`config.mk`:
```
export PLATFORM = sky130hd
export DESIGN_NAME = rtc_calendar_core
export DESIGN_NICKNAME = d
export VERILOG_FILES = /design/src/rtl/rtc_cal_pkg.sv /design/src/rtl/rtc_cal_counter.sv /design/src/rtl/rtc_cal_format.sv /design/src/rtl/rtc_cal_alarm.sv /design/src/rtl/rtc_calendar_core.sv
export SDC_FILE = /design/constraint.sdc
export NUM_CORES = 1
export LEC_CHECK = 0
export CELL_PAD_IN_SITES_DETAIL_PLACEMENT = 1
export CELL_PAD_IN_SITES_GLOBAL_PLACEMENT = 2
export CORE_AREA = 2 2 213 152
export DETAILED_ROUTE_END_ITERATION = 12
export DIE_AREA = 0 0 215 154
export DONT_BUFFER_PORTS = 1
export GPL_TIMING_DRIVEN = 0
export PLACE_DENSITY = 0.77
export SLEW_MARGIN = 5
export SYNTH_ARGS = -nofsm -noshare
export SYNTH_HDL_FRONTEND = slang
export SYNTH_SLANG_ARGS = --single-unit
```
`constraint.sdc`:
```
create_clock -name clk -period 8.3 [get_ports clk]
set_input_delay 0.83 -clock clk [delete_from_list [all_inputs] [get_ports clk]]
set_output_delay 0.83 -clock clk [all_outputs]
set_load 0.05 [all_outputs]
```
`src/rtl/rtc_cal_pkg.sv`:
```
// Shared types and byte conversions for the calendar counter.
// Assumes packed-decimal bytes hold valid digits; other values decode modulo 128.
package rtc_cal_pkg;

    // Divider field value that lets time run
    localparam logic [2:0] DIV_RUN = 3'b010;

    // Binary calendar state
    typedef struct packed {
        logic [6:0]  sec;
        logic [6:0]  min;
        logic [4:0]  hr;
        logic [2:0]  wday;
        logic [4:0]  mday;
        logic [3:0]  mon;
        logic [11:0] year;
    } cal_time_t;

    // Binary value to a register byte in the selected number form
    function automatic logic [7:0] enc_field(input logic [6:0] v, input logic bin);
        logic [6:0] tens;
        logic [6:0] ones;
        tens = v / 7'd10;
        ones = v % 7'd10;
        return bin ? {1'b0, v} : {tens[3:0], ones[3:0]};
    endfunction

    // Register byte in the selected number form to a binary value
    function automatic logic [6:0] dec_field(input logic [7:0] b, input logic bin);
        logic [7:0] t;
        t = 8'(b[7:4]) * 8'd10 + 8'(b[3:0]);
        return bin ? b[6:0] : t[6:0];
    endfunction

endpackage

```
`src/rtl/rtc_cal_counter.sv`:
```
// Binary calendar counter: advances one second per adv pulse with full
// Gregorian leap handling, or takes a decoded time from ld_time.
// Assumes adv and ld are single-cycle strobes; ld has priority.
module rtc_cal_counter
    import rtc_cal_pkg::*;
#(
    parameter int YEAR_BASE = 2000
) (
    input  logic      clk,
    input  logic      rst_n,
    input  logic      adv,
    input  logic      ld,
    input  cal_time_t ld_time,
    output cal_time_t now
);

    cal_time_t  nxt;
    logic       leap;
    logic [4:0] dim;

    // Leap year and month length for the current month
    always_comb begin
        leap = ((now.year % 12'd4) == 12'd0) &&
               (((now.year % 12'd100) != 12'd0) || ((now.year % 12'd400) == 12'd0));
        case (now.mon)
            4'd2:                       dim = leap ? 5'd29 : 5'd28;
            4'd4, 4'd6, 4'd9, 4'd11:    dim = 5'd30;
            default:                    dim = 5'd31;
        endcase
    end

    // Next-second carry chain
    always_comb begin
        nxt = now;
        if (now.sec >= 7'd59) begin
            nxt.sec = '0;
            if (now.min >= 7'd59) begin
                nxt.min = '0;
                if (now.hr >= 5'd23) begin
                    nxt.hr   = '0;
                    nxt.wday = (now.wday >= 3'd6) ? 3'd0 : now.wday + 3'd1;
                    if (now.mday >= dim) begin
                        nxt.mday = 5'd1;
                        if (now.mon >= 4'd12) begin
                            nxt.mon  = 4'd1;
                            nxt.year = now.year + 12'd1;
                        end else begin
                            nxt.mon = now.mon + 4'd1;
                        end
                    end else begin
                        nxt.mday = now.mday + 5'd1;
                    end
                end else begin
                    nxt.hr = now.hr + 5'd1;
                end
            end else begin
                nxt.min = now.min + 7'd1;
            end
        end else begin
            nxt.sec = now.sec + 7'd1;
        end
    end

    // Time register: reset, load or advance
    always_ff @(posedge clk) begin
        if (!rst_n) begin
            now <= '{sec: '0, min: '0, hr: '0, wday: '0, mday: 5'd1, mon: 4'd1,
                     year: 12'(YEAR_BASE)};
        end else if (ld) begin
            now <= ld_time;
        end else if (adv) begin
            now <= nxt;
        end
    end


    sec_wrap_chk: assert property (@(posedge clk) disable iff (!rst_n)
        (adv && !ld && now.sec == 7'd59) |=> (now.sec == 7'd0));

    sec_step_chk: assert property (@(posedge clk) disable iff (!rst_n)
        (adv && !ld && now.sec < 7'd59) |=> (now.sec == $past(now.sec) + 7'd1));

    leap_day_chk: assert property (@(posedge clk) disable iff (!rst_n)
        (adv && !ld && leap && now.mon == 4'd2 && now.mday == 5'd28 &&
         now.hr == 5'd23 && now.min == 7'd59 && now.sec == 7'd59) |=> (now.mday == 5'd29));

endmodule

```
`src/rtl/rtc_cal_format.sv`:
```
// Turns the binary calendar into register bytes in packed-decimal or binary
// form and in 24-hour or 12-hour form. Purely combinational.
module rtc_cal_format
    import rtc_cal_pkg::*;
(
    input  cal_time_t  t,
    input  logic       bin,
    input  logic       h24,
    output logic [7:0] b_sec,
    output logic [7:0] b_min,
    output logic [7:0] b_hr,
    output logic [7:0] b_wday,
    output logic [7:0] b_mday,
    output logic [7:0] b_mon,
    output logic [7:0] b_year
);

    logic [11:0] yr100;
    logic [4:0]  h12;
    logic        pm;

    // Field encoding with 12-hour folding and two-digit year
    always_comb begin
        yr100  = t.year % 12'd100;
        pm     = (t.hr >= 5'd12);
        h12    = pm ? t.hr - 5'd12 : t.hr;
        b_sec  = enc_field(t.sec, bin);
        b_min  = enc_field(t.min, bin);
        b_hr   = h24 ? enc_field(7'(t.hr), bin)
                     : (enc_field(7'(h12), bin) | {pm, 7'd0});
        b_wday = enc_field(7'(t.wday), bin);
        b_mday = enc_field(7'(t.mday), bin);
        b_mon  = enc_field(7'(t.mon), bin);
        b_year = enc_field(yr100[6:0], bin);
    end

endmodule

```
`src/rtl/rtc_cal_alarm.sv`:
```
// Alarm comparator: each byte matches when it decodes to the current value
// or has bits 7:6 both set. The hour byte is compared as a 24-hour value.
module rtc_cal_alarm
    import rtc_cal_pkg::*;
(
    input  cal_time_t  t,
    input  logic       bin,
    input  logic [7:0] a_sec,
    input  logic [7:0] a_min,
    input  logic [7:0] a_hr,
    output logic       hit
);

    logic m_sec, m_min, m_hr;

    // Per-field match with wildcard
    always_comb begin
        m_sec = (a_sec[7:6] == 2'b11) || (dec_field(a_sec, bin) == t.sec);
        m_min = (a_min[7:6] == 2'b11) || (dec_field(a_min, bin) == t.min);
        m_hr  = (a_hr[7:6]  == 2'b11) || (dec_field(a_hr, bin) == 7'(t.hr));
        hit   = m_sec && m_min && m_hr;
    end

endmodule

```
`src/rtl/rtc_calendar_core.sv`:
```
// Calendar counter top: gates the second tick on the divider field, runs the
// busy/publish update cycle DELAY_US microsecond ticks long, decodes loads and
// produces the status OR mask. Assumes a sec_tick never arrives with
// DELAY_US or fewer us_ticks left before the previous one.
module rtc_calendar_core
    import rtc_cal_pkg::*;
#(
    parameter int DELAY_US  = 244,
    parameter int YEAR_BASE = 2000
) (
    input  logic       clk,
    input  logic       rst_n,
    input  logic       sec_tick,
    input  logic       us_tick,
    input  logic [2:0] div_sel,
    input  logic       set_mode,
    input  logic       bin_mode,
    input  logic       h24_mode,
    input  logic       upd_ie,
    input  logic       alarm_ie,
    input  logic [7:0] alm_sec,
    input  logic [7:0] alm_min,
    input  logic [7:0] alm_hr,
    input  logic       load_en,
    input  logic [7:0] ld_sec,
    input  logic [7:0] ld_min,
    input  logic [7:0] ld_hr,
    input  logic [7:0] ld_wday,
    input  logic [7:0] ld_mday,
    input  logic [7:0] ld_mon,
    input  logic [7:0] ld_year,
    output logic [7:0] sec_o,
    output logic [7:0] min_o,
    output logic [7:0] hr_o,
    output logic [7:0] wday_o,
    output logic [7:0] mday_o,
    output logic [7:0] mon_o,
    output logic [7:0] year_o,
    output logic       busy,
    output logic [7:0] flag_or
);

    localparam int CW = (DELAY_US > 1) ? $clog2(DELAY_US) : 1;
    localparam logic [CW-1:0] LAST = CW'(DELAY_US - 1);
    localparam logic [7:0] ALARM_MASK = 8'hA0;
    localparam logic [7:0] UPD_MASK   = 8'h90;

    cal_time_t     now, ld_time;
    logic          counted, fire, pend, hit;
    logic [CW-1:0] cnt;
    logic [6:0]    d_sec, d_min, d_hraw, d_hsum, d_wday, d_mday, d_mon, d_year;
    logic [7:0]    f_sec, f_min, f_hr, f_wday, f_mday, f_mon, f_year;

    // Decode the load bytes in the current number and hour form
    always_comb begin
        d_sec   = dec_field(ld_sec, bin_mode);
        d_min   = dec_field(ld_min, bin_mode);
        d_hraw  = dec_field({1'b0, ld_hr[6:0]}, bin_mode);
        d_hsum  = d_hraw + ((!h24_mode && ld_hr[7]) ? 7'd12 : 7'd0);
        d_wday  = dec_field(ld_wday, bin_mode);
        d_mday  = dec_field(ld_mday, bin_mode);
        d_mon   = dec_field(ld_mon, bin_mode);
        d_year  = dec_field(ld_year, bin_mode);
        ld_time = '{sec: d_sec, min: d_min, hr: d_hsum[4:0], wday: d_wday[2:0],
                    mday: d_mday[4:0], mon: d_mon[3:0],
                    year: 12'(YEAR_BASE) + 12'(d_year)};
    end

    // Tick gating and end-of-cycle strobe
    always_comb begin
        counted = sec_tick && (div_sel == DIV_RUN) && !load_en;
        fire    = pend && us_tick && (cnt == LAST) && !counted;
    end

    rtc_cal_counter #(.YEAR_BASE(YEAR_BASE)) u_cnt (
        .clk(clk), .rst_n(rst_n), .adv(counted), .ld(load_en),
        .ld_time(ld_time), .now(now)
    );

    rtc_cal_format u_fmt (
        .t(now), .bin(bin_mode), .h24(h24_mode),
        .b_sec(f_sec), .b_min(f_min), .b_hr(f_hr), .b_wday(f_wday),
        .b_mday(f_mday), .b_mon(f_mon), .b_year(f_year)
    );

    rtc_cal_alarm u_alm (
        .t(now), .bin(bin_mode), .a_sec(alm_sec), .a_min(alm_min),
        .a_hr(alm_hr), .hit(hit)
    );

    // Update-cycle sequencer: busy, delay count, flag mask
    always_ff @(posedge clk) begin
        if (!rst_n) begin
            pend    <= 1'b0;
            cnt     <= '0;
            busy    <= 1'b0;
            flag_or <= '0;
        end else begin
            flag_or <= '0;
            if (counted) begin
                pend <= 1'b1;
                cnt  <= '0;
                if (!set_mode) busy <= 1'b1;
            end else if (pend && us_tick) begin
                if (cnt == LAST) begin
                    pend    <= 1'b0;
                    busy    <= 1'b0;
                    flag_or <= ((alarm_ie && hit) ? ALARM_MASK : 8'h00) |
                               ((upd_ie && !set_mode) ? UPD_MASK : 8'h00);
                end else begin
                    cnt <= cnt + 1'b1;
                end
            end
        end
    end

    // Published time bytes: loaded raw or copied at end of cycle
    always_ff @(posedge clk) begin
        if (!rst_n) begin
            {sec_o, min_o, hr_o, wday_o} <= '0;
            {mday_o, mon_o, year_o}      <= {8'h01, 8'h01, 8'h00};
        end else if (load_en) begin
            {sec_o, min_o, hr_o, wday_o, mday_o, mon_o, year_o} <=
                {ld_sec, ld_min, ld_hr, ld_wday, ld_mday, ld_mon, ld_year};
        end else if (fire && !set_mode) begin
            {sec_o, min_o, hr_o, wday_o, mday_o, mon_o, year_o} <=
                {f_sec, f_min, f_hr, f_wday, f_mday, f_mon, f_year};
        end
    end


    div_gate_chk: assert property (@(posedge clk) disable iff (!rst_n)
        (sec_tick && div_sel != DIV_RUN && !busy) |=> !busy);

    set_nobusy_chk: assert property (@(posedge clk) disable iff (!rst_n)
        $rose(busy) |-> !$past(set_mode));

    flag_pulse_chk: assert property (@(posedge clk) disable iff (!rst_n)
        (flag_or != 8'h00) |=> (flag_or == 8'h00));

    flag_idle_chk: assert property (@(posedge clk) disable iff (!rst_n)
        (flag_or != 8'h00) |-> !busy);

endmodule

```
# Yosys cells after proc, flatten, opt, wreduce, memory -nomap -nowiden
# Index checks and enable logic that the tools add are counted.
# Widths: inputs -> output; s select.
[word_totals]
word_cells = 193
output_inout_bits = 65
input_bits = 93
regBits = 117
[classes]
muxes = 57
magnitude_cmp = 7
div_mod_pow = 18
n_reduce_logical = 43
n_eq_ne = 14
bitwise_logic = 5
add_sub_neg = 21
multipliers = 10
[ops]
columns = ["operator", "count"]
rows = [
  ["$mux 8", 25],
  ["$mux 43", 2],
  ["$mux 7", 8],
  ["$add 7x4->7", 6],
  ["$mul 4x3->6 const B", 6],
  ["$mux 36", 1],
  ["$mux 29", 1],
  ["$mux 5", 5],
  ["$logic_not 12->1", 2],
  ["$mux 24", 1],
  ["$div 5x4->7 const B", 3],
  ["$div 7x4->7 const B", 3],
  ["$mod 5x4->7 const B", 3],
  ["$mod 7x4->7 const B", 3],
  ["$reduce_bool 2->1", 9],
  ["$mux 16", 1],
  ["$or 8x8->8", 2],
  ["$add 5x4->5", 3],
  ["$add 7x1->7 const B", 2],
  ["$eq 7x7->1", 2],
  ["$ge 7x6->1 const B", 2],
  ["$add 11x7->12 const A", 1],
  ["$add 12x1->12 const B", 1],
  ["$logic_and 1x1->1", 12],
  ["46 further kinds", 71],
]

# Logic depth before layout (Yosys ltp)
# Gate-level depths: netlist (run 1).
[depth]
word_depth = 13
depth_mapped = 31
mapped_depth_nobuf = 25

# By module
# Synthesis (run 1) repeated with hierarchy kept, for this count alone.
[unflattened]
cells_unflattened = 1745
area_unflattened_um2 = 13544.2
[modules_own_cells]
columns = ["mod", "instances", "seq_area_each_um2", "cells_per_inst", "area_each_um2"]
rows = [
  ["rtc_calendar_core", 1, 1381.3, 496, 4695.8],
  ["rtc_cal_counter", 1, 860.8, 531, 3967.6],
  ["rtc_cal_format", 1, 0.0, 574, 3711.1],
  ["rtc_cal_alarm", 1, 0.0, 144, 1169.9],
]

# Worst setup path before layout (run 1)
# OpenSTA, ideal clock, no wires.
[synth_timing]
path_type = "register to register"
startpoint = "reg, netlist name u_cnt.now[10]"
endpoint = "reg year_o[2]"
period_less_slack_ns = 5.995
n_path_buf = 2
arrival_ns = 5.932
required_ns = 8.237
path_stages_with_launch = 26
setup_ns = 0.063
slack_ns = 2.305
path_cell_list = "dfxtp_1 -> buf_6 -> buf_6 -> nor3b_4 -> a221o_1 -> o21ba_1 -> a2111o_1 -> a221o_1 -> a2111oi_4 -> o31ai_2 -> or4_4 -> a31oi_4 -> xor2_4 -> nand2_1 -> o21a_1 -> o22a_1 -> xnor2_1 -> ha_1 -> nand2b_1 -> nor4_1 -> o2bb2ai_1 -> nor3_1 -> a221oi_1 -> a211o_1 -> or4_1 -> nand3_1"
[synth_via]
elab_chain_cells = 5
[synth_rtl]
columns = ["item", "line_no", "rtl"]
rows = [
  ["$mod 12x7->12 (*)", "rtc_cal_format.sv:24", "yr100 = t.year % 12'd100;"],
  ["$mod 7x4->7", "rtc_cal_pkg.sv:24", "ones = v % 7'd10;"],
  ["$mux 8 (*)", "rtc_cal_pkg.sv:25", "return bin ? {1'b0, v} : {tens[3:0], ones[3:0]};"],
  ["$mux 8 (*)", "rtc_calendar_core.sv:125", "end else if (fire && !set_mode) begin"],
  ["$mux 8 (*)", "rtc_calendar_core.sv:122", "end else if (load_en) begin"],
  ["end signal: assignment", "rtc_calendar_core.sv:121", "{mday_o, mon_o, year_o} <= {8'h01, 8'h01, 8'h00};"],
  ["end signal: assignment", "rtc_calendar_core.sv:123", "{sec_o, min_o, hr_o, wday_o, mday_o, mon_o, year_o} <="],
  ["end signal: assignment", "rtc_calendar_core.sv:126", "{sec_o, min_o, hr_o, wday_o, mday_o, mon_o, year_o} <="],
  ["end: declaration", "rtc_calendar_core.sv:38", "output logic [7:0] year_o,"],
]
# Every way passes the cells marked *; elsewhere a longest branch is shown, timed or not. The select of a mux whose other input is x is not followed.
# A chain may end at the register's enable or synchronous reset.

# Final worst setup path (run 1)
[layout_timing]
startpoint = "reg, netlist name u_cnt.now[9]"
endpoint = "reg, netlist name u_cnt.now[6]"
[layout_via]
elab_chain_cells = 9
elab_cells_between_ends = 11
[layout_rtl]
columns = ["item", "line_no", "rtl"]
rows = [
  ["$mod 12x7->12 or $mod 12x9->12 (tied branches)", "rtc_cal_counter.sv:24", "(((now.year % 12'd100) != 12'd0) || ((now.year % 12'd400) == 12'd0));"],
  ["$reduce_bool 12->1 or $logic_not 12->1 (tied branches)", "rtc_cal_counter.sv:24", ""],
  ["$logic_or 1x1->1 (*)", "rtc_cal_counter.sv:24", ""],
  ["$logic_and 1x1->1 (*)", "rtc_cal_counter.sv:23", "leap = ((now.year % 12'd4) == 12'd0) &&"],
  ["$mux 1 (*)", "rtc_cal_counter.sv:26", "4'd2: dim = leap ? 5'd29 : 5'd28;"],
  ["$pmux 5 s2 (*)", "rtc_cal_counter.sv:25", "case (now.mon)"],
  ["$ge 5x5->1 (*)", "rtc_cal_counter.sv:42", "if (now.mday >= dim) begin"],
  ["$reduce_bool 2->1 (no line) (*)", "-", ""],
  ["$reduce_and 6->1 (no line) (*)", "-", ""],
]
# Every way passes the cells marked *; elsewhere a longest branch is shown, timed or not.

==> results.sh, run 1 <==
export IMPL_routed_wl_um=51300
export IMPL_grt_pass1_wl_um=77000
export IMPL_synth_most_common_cell="nor2_1"
export IMPL_synth_top_family_by_area="compound AO/OA/AOI/OAI gates"
export IMPL_yosysTopAreaCell="dfxtp_1"
export IMPL_slew_headroom_pct=7.76
export IMPL_skew_ns=0.0139
export IMPL_cpMaxStageDelayCell="a2111oi_2"
export IMPL_synth_adder_area_share_pct=12.5
export IMPL_start_util_pct=36.9
export IMPL_vias_per_cell=6.10
export IMPL_synth_compound_area_share_pct=29.1
export IMPL_fin_ws_ns=0.498
export IMPL_placed_cell_area_um2=12000
export IMPL_grt_overflow_total=0
export IMPL_muxShareOfSynthArea_pct=3.38
export IMPL_maxSlewViolCount=0
export IMPL_async_reset_ff_share_pct=0
export IMPL_final_nets=1782
export IMPL_cts_max_level=3
export IMPL_cts_tree="built"
export IMPL_total_leakage_power_nw=4.71
export IMPL_crit_top_cell="nor2_1"
export IMPL_setup_viol=0
export IMPL_synth_edff_count=0
export IMPL_start_kind="flop"
export IMPL_min_delay_path_class="flop to flop"
export IMPL_status="finished clean"
export IMPL_area_growth_pct=7.40
export IMPL_io_buffers=0
export IMPL_yosys_area_top_type_share_pct=19.6
export IMPL_wl_per_cell_um=25.5
export IMPL_floorplan_core_area_um2=30900
export IMPL_clock_sinks=112
export IMPL_grt_start_max_net_pins=22
export IMPL_max_freq_mhz=128
export IMPL_layout_drive_gt1_share_pct=5.35
export IMPL_std_cell_rows=54
export IMPL_rsz0062_at_grt="no"
export IMPL_rrSetupSlack_ns=0.50
export IMPL_hold_viol=0
export IMPL_synth_top_cells_by_count="184 x nor2_1, 157 x a21oi_1, 147 x nand2_1"
export IMPL_path_clk_slew_ns=0.09
export IMPL_synth_xor_area_share_pct=7.22
export IMPL_die_h_um=154
export IMPL_tns_ns=0
export IMPL_design_area_um2=12300
export IMPL_synth_yosys_warnings=0
export IMPL_ant_nets=0
export IMPL_cts_resized=0
export IMPL_yosys_top_cells_area="dfxtp_1 20%, ha_1 9.6%, a21oi_1 6.9%, nor2_1 6.1%, o21ai_0 5.2%"
export IMPL_dp_cells=1994
export IMPL_ys_types=93
export IMPL_vias=12276
export IMPL_synth_ff_type="dfxtp_1"
export IMPL_cts_buffer_depth=2
export IMPL_die_area_um2=33100
export IMPL_synth_cell_area_um2=11400
export IMPL_drc=0
export IMPL_cp_end_kind="flop"
export IMPL_fin_cells=2011
export IMPL_post_cts_buffers=0
export IMPL_grt_pass1_vias=11898
export IMPL_worst_setup_path_type="flop to flop"
export IMPL_fillerInstances=3938
export IMPL_antenna_found_initial=1
export IMPL_fp_dieW_um=215
export IMPL_cp_max_fo=10
export IMPL_yosys_area_share_simple_pct=21.3
export IMPL_cts_buffers_inserted=9
export IMPL_track_usage_pct=30.6
export IMPL_ios=158
export IMPL_max_cap_viol_count=0
export IMPL_syn_instance_count=1570
export IMPL_clockRootBuffer="clkbuf_16"
export IMPL_place_hpwl_um=39700
export IMPL_syn_avg_cell_area_um2=7.27
export IMPL_powerDensity_nw_per_um2=140
export IMPL_yosysSeqAreaShare_pct=19.6
export IMPL_post_route_min_period_ns=7.80
export IMPL_timing_final_crit_share_pct=94.0
export IMPL_gp_congestion=0.908
export IMPL_dp_worst_setup_slack_ns=0.681
export IMPL_dr_pass1_iters=5
export IMPL_slowest_delay_ns=0.71
export IMPL_clk_insertion_delay_late_ns=0.40
export IMPL_cp_required_ns=8.57
export IMPL_ys_seq_elements=112
export IMPL_drtIter0Drc=1121
export IMPL_ctsHoldBuffers=0
export IMPL_ir_drop_v=0.000125
export IMPL_tightest_slew_ns=1.37
export IMPL_arrival_ns=8.07
## cells by family after synthesis
family | count (synthesis)
AND/OR/NAND/NOR | 523
AO/OA/AOI/OAI | 510
buffers and inverters | 192
flip-flops | 112
adder cells (fa/ha/maj) | 104
XOR/XNOR | 92
multiplexers | 36
other | 1
## cell type report
class,count,area [um2],share of cell area [%]
tap,420,526,4.29
antenna,1,2.50,0.0204
clock buffer,9,225,1.84
sequential,112,2240,18.3
inverter,79,297,2.42
multi-input combinational,1270,8400,68.5
clock inverter,7,70.1,0.572
buffer,113,494,4.03
## sequential cells by signal, summed over array words and instances (netlist names)
register,count
pend,1
year_o,8
sec_o,8
busy,1
wday_o,8
mon_o,8
u_cnt.now,43
hr_o,8
mday_o,8
min_o,8
flag_or,3
cnt,8
## critical path: cells and delay by family (launching register included)
| family | cells | cell delay [ns] |
|---|---|---|
| buffers and inverters | 5 | 1.41 |
| adders and majority gates | 1 | 0.29 |
| and+or+nand+nor | 11 | 2.14 |
| AOI/OAI and AO/OA | 10 | 3.02 |
| DFF | 1 | 0.31 |
| muxes | 1 | 0.31 |
| xor gates and xnor gates | 1 | 0.18 |
## per-stage QoR
step           hold slack [ns]  utilization, %  power, mW
3_3_place_gp             0.467            38.6       1.23
6_report                 0.504            39.6       1.72
4_1_cts                  0.510            39.6       1.71
2_1_floorplan            0.454               -       1.07
3_5_place_dp             0.497            38.6       1.24
5_1_grt                  0.565            39.6       1.81
## path summary, 6_finish.rpt
path | cells past startpoint | to | start
setup / recovery | 29 | u_cnt.now[6] | u_cnt.now[9]
hold reg to reg | 2 | cnt[6] | cnt[6]
hold / removal | 2 | cnt[6] | cnt[6]
setup reg to reg | 29 | u_cnt.now[6] | u_cnt.now[9]
## metal layers
layer,GRT usage [%],up-vias,routed length [um]
met3,8.29,50,4910
met5,0,-,0
met4,6.14,0,808
li1,-,5671,-
met1,45.4,6075,24600
met2,43.9,480,20900
## report_power, final
| group | total (mW) | internal (mW) | leakage (nW) | switching (mW) |
|---|---|---|---|---|
| Sequential | 0.646 | 0.562 | 0.917 | 0.0837 |
| Clock | 0.475 | 0.214 | 0.147 | 0.261 |
| Combinational | 0.596 | 0.219 | 3.65 | 0.377 |
## cell usage in the layout, fill, tap and decap left out, drive strengths merged, types with 11 or more instances in the layout
cell and instances:
nor2 184, a21oi 157, nand2 147, o21ai 121, dfxtp 112, clkbuf 95
ha 88, inv 82, xnor2 59, a211oi 45, nor3 36, xor2 33
nand3 29, and3 28, buf 27, mux2i 25, nor2b 23, a21o 18
o211ai 17, a221oi 17, fa 16, a31oi 15, a311oi 15, or2 13
a22oi 11
(Power assumes the default switching activity.)
==> inputs of run 2 (changes only) <==
--- a/config.mk
+++ b/config.mk
@@ -7,12 +7,12 @@
 export LEC_CHECK = 0
 export CELL_PAD_IN_SITES_DETAIL_PLACEMENT = 1
 export CELL_PAD_IN_SITES_GLOBAL_PLACEMENT = 2
-export CORE_AREA = 2 2 213 152
+export CORE_AREA = 2 2 179 181
 export DETAILED_ROUTE_END_ITERATION = 12
-export DIE_AREA = 0 0 215 154
+export DIE_AREA = 0 0 181 183
 export DONT_BUFFER_PORTS = 1
 export GPL_TIMING_DRIVEN = 0
-export PLACE_DENSITY = 0.77
+export PLACE_DENSITY = 0.76
 export SLEW_MARGIN = 5
 export SYNTH_ARGS = -nofsm -noshare
 export SYNTH_HDL_FRONTEND = slang
==> run 2 against run 1 <==
Compared with the run above:
- highest routed layer unchanged
- non-clock buffer count stayed put
- register-to-register slack better by 0.06 ns
- via count is 1.6% lower
==> results.sh, run 2 (synthesis results as in run 1) <==
export IMPL_regMostFlops="u_cnt.now"
export IMPL_cp_end_kind="flop"
export IMPL_std_cell_rows=65
export IMPL_max_cap_viol_count=0
export IMPL_whs_endpoint="cnt[6]"
export IMPL_slowest_delay_ns=0.71
export IMPL_wl_per_cell_um=24.8
export IMPL_arrival_ns=7.99
export IMPL_dr_pass1_iters=7
export IMPL_powerDensity_nw_per_um2=140
export IMPL_maxSlewViolCount=0
export IMPL_skew_ns=0.0133
export IMPL_clockRootBuffer="clkbuf_16"
export IMPL_grt_start_max_net_pins=21
export IMPL_grt_pass1_wl_um=75100
export IMPL_register_area_um2=2240
export IMPL_antenna_found_initial=1
export IMPL_cp_required_ns=8.55
export IMPL_post_route_min_period_ns=7.75
export IMPL_reg2reg_from="u_cnt.now[9]"
export IMPL_cts_max_level=3
export IMPL_cts_buffers_inserted=9
export IMPL_cp_max_fo=10
export IMPL_start_kind="flop"
export IMPL_layout_drive_gt1_share_pct=5.35
export IMPL_cts_buffer_depth=2
export IMPL_ir_drop_v=0.0000989
export IMPL_hold_viol=0
export IMPL_ios=158
export IMPL_track_usage_pct=29.5
export IMPL_min_delay_path_class="flop to flop"
export IMPL_start_util_pct=36.5
export IMPL_final_cell_mix="184 x nor2_1, 157 x a21oi_1, 147 x nand2_1, 118 x o21ai_0, 112 x dfxtp_1"
export IMPL_vias_per_cell=6.06
export IMPL_max_freq_mhz=129
export IMPL_worst_setup_path_type="flop to flop"
export IMPL_status="finished clean"
export IMPL_total_power_mw=1.71
export IMPL_grt_pass1_vias=12310
export IMPL_hold_depth=2
export IMPL_clock_sinks=112
export IMPL_ant_nets=0
export IMPL_r2r_end="u_cnt.now[6]"
export IMPL_crit_top_cell="nor2_1"
export IMPL_tns_ns=0
export IMPL_io_buffers=0
export IMPL_die_area_um2=33100
export IMPL_final_nets=1782
export IMPL_path_clk_slew_ns=0.09
export IMPL_clk_insertion_delay_late_ns=0.38
export IMPL_drc=0
export IMPL_worstHoldStart="cnt[6]"
export IMPL_fp_dieW_um=181
export IMPL_setup_viol=0
export IMPL_slew_headroom_pct=21.0
export IMPL_rsz0062_at_grt="no"
export IMPL_place_hpwl_um=37300
export IMPL_largest_register_ffs=43
export IMPL_multiInputGateArea_um2=8400
export IMPL_r2r_cells=27
export IMPL_rrSetupSlack_ns=0.55
export IMPL_routed_wl_um=49400
export IMPL_vias=12081
export IMPL_cpMaxStageDelayCell="a2111oi_0"
export IMPL_drtIter0Drc=826
export IMPL_cts_tree="built"
export IMPL_timing_final_crit_share_pct=93.3
export IMPL_grt_overflow_total=0
export IMPL_floorplan_core_area_um2=31200
export IMPL_final_common_cell="nor2_1"
export IMPL_tightest_slew_ns=1.18
export IMPL_die_h_um=183
export IMPL_total_leakage_power_nw=4.71
export IMPL_fillerInstances=3957
export IMPL_area_growth_pct=7.28
export IMPL_fin_util_pct=39.2
export IMPL_gp_congestion=0.883
## run 2: layer usage
| layer | share of wire (%) | vias to the layer above | global-route usage [%] | wire length [um] |
|---|---|---|---|---|
| li1 | - | 5668 | - | - |
| met1 | 42 | 5948 | 36.0 | 20600 |
| met2 | 48 | 370 | 51.5 | 23900 |
| met3 | 6.1 | 95 | 5.10 | 3030 |
| met4 | 3.7 | 0 | 11.9 | 1840 |
| met5 | 0 | - | 0 | 0 |
## run 2: where the power goes
| group | leakage (nW) | internal [mW] | switching [mW] |
|---|---|---|---|
| clock network | 0.144 | 0.221 | 0.258 |
| registers | 0.917 | 0.562 | 0.0807 |
| logic | 3.65 | 0.218 | 0.369 |
| total | 4.71 | 1.00 | 0.709 |
## run 2: metrics by stage
stage / area [um2] / cells / setup WS (ns) / hold slack (ns)
after floorplan: 11400 / 1574 / 2.31 / 0.454
after global placement: 11900 / 1976 / 0.777 / 0.464
after detailed placement: 11900 / 1976 / 0.593 / 0.479
after CTS: 12200 / 1992 / 0.571 / 0.493
after global routing: 12200 / 1994 / 0.0402 / 0.534
final: 12200 / 1994 / 0.554 / 0.489
## run 2: worst max-delay path: cells and delay by family, from the launching register on
family | cells | cell delay, ns
mux | 1 | 0.35
simple gates | 9 | 1.91
buf+inv | 5 | 1.26
flops | 1 | 0.32
compound gates | 11 | 3.50
fa+ha+maj | 1 | 0.28
## run 2: repair_timing
| item | CTS | global route |
|---|---|---|
| setup endpoints to repair | 0 | 1 |
| resized for setup | 0 | 1 |
| buffers inserted | 0 | 0 |
| hold buffers | 0 | 0 |
| endpoints found under the hold margin | 0 | 0 |
## run 2: worst max-delay path by stage
stage | startpoint | end | slack (ns)
final | u_cnt.now[9] | u_cnt.now[6] | 0.55
after global routing | u_cnt.now[7] | u_cnt.now[6] | 0.04
after CTS | u_cnt.now[9] | u_cnt.now[6] | 0.57
after detailed placement | u_cnt.now[9] | u_cnt.now[6] | 0.59
after global placement | u_cnt.now[7] | u_cnt.now[6] | 0.78
after floorplan | u_cnt.now[10] | year_o[2] | 2.31
## run 2: area by class of cell
class	count	share of cell area, %
multi-input cells	1270	68.6
flip-flops and latches	112	18.3
well taps	402	4.11
plain buffers	113	4.04
inverters	79	2.42
clock buffers	10	1.95
clock inverters	6	0.501
diodes	2	0.0409
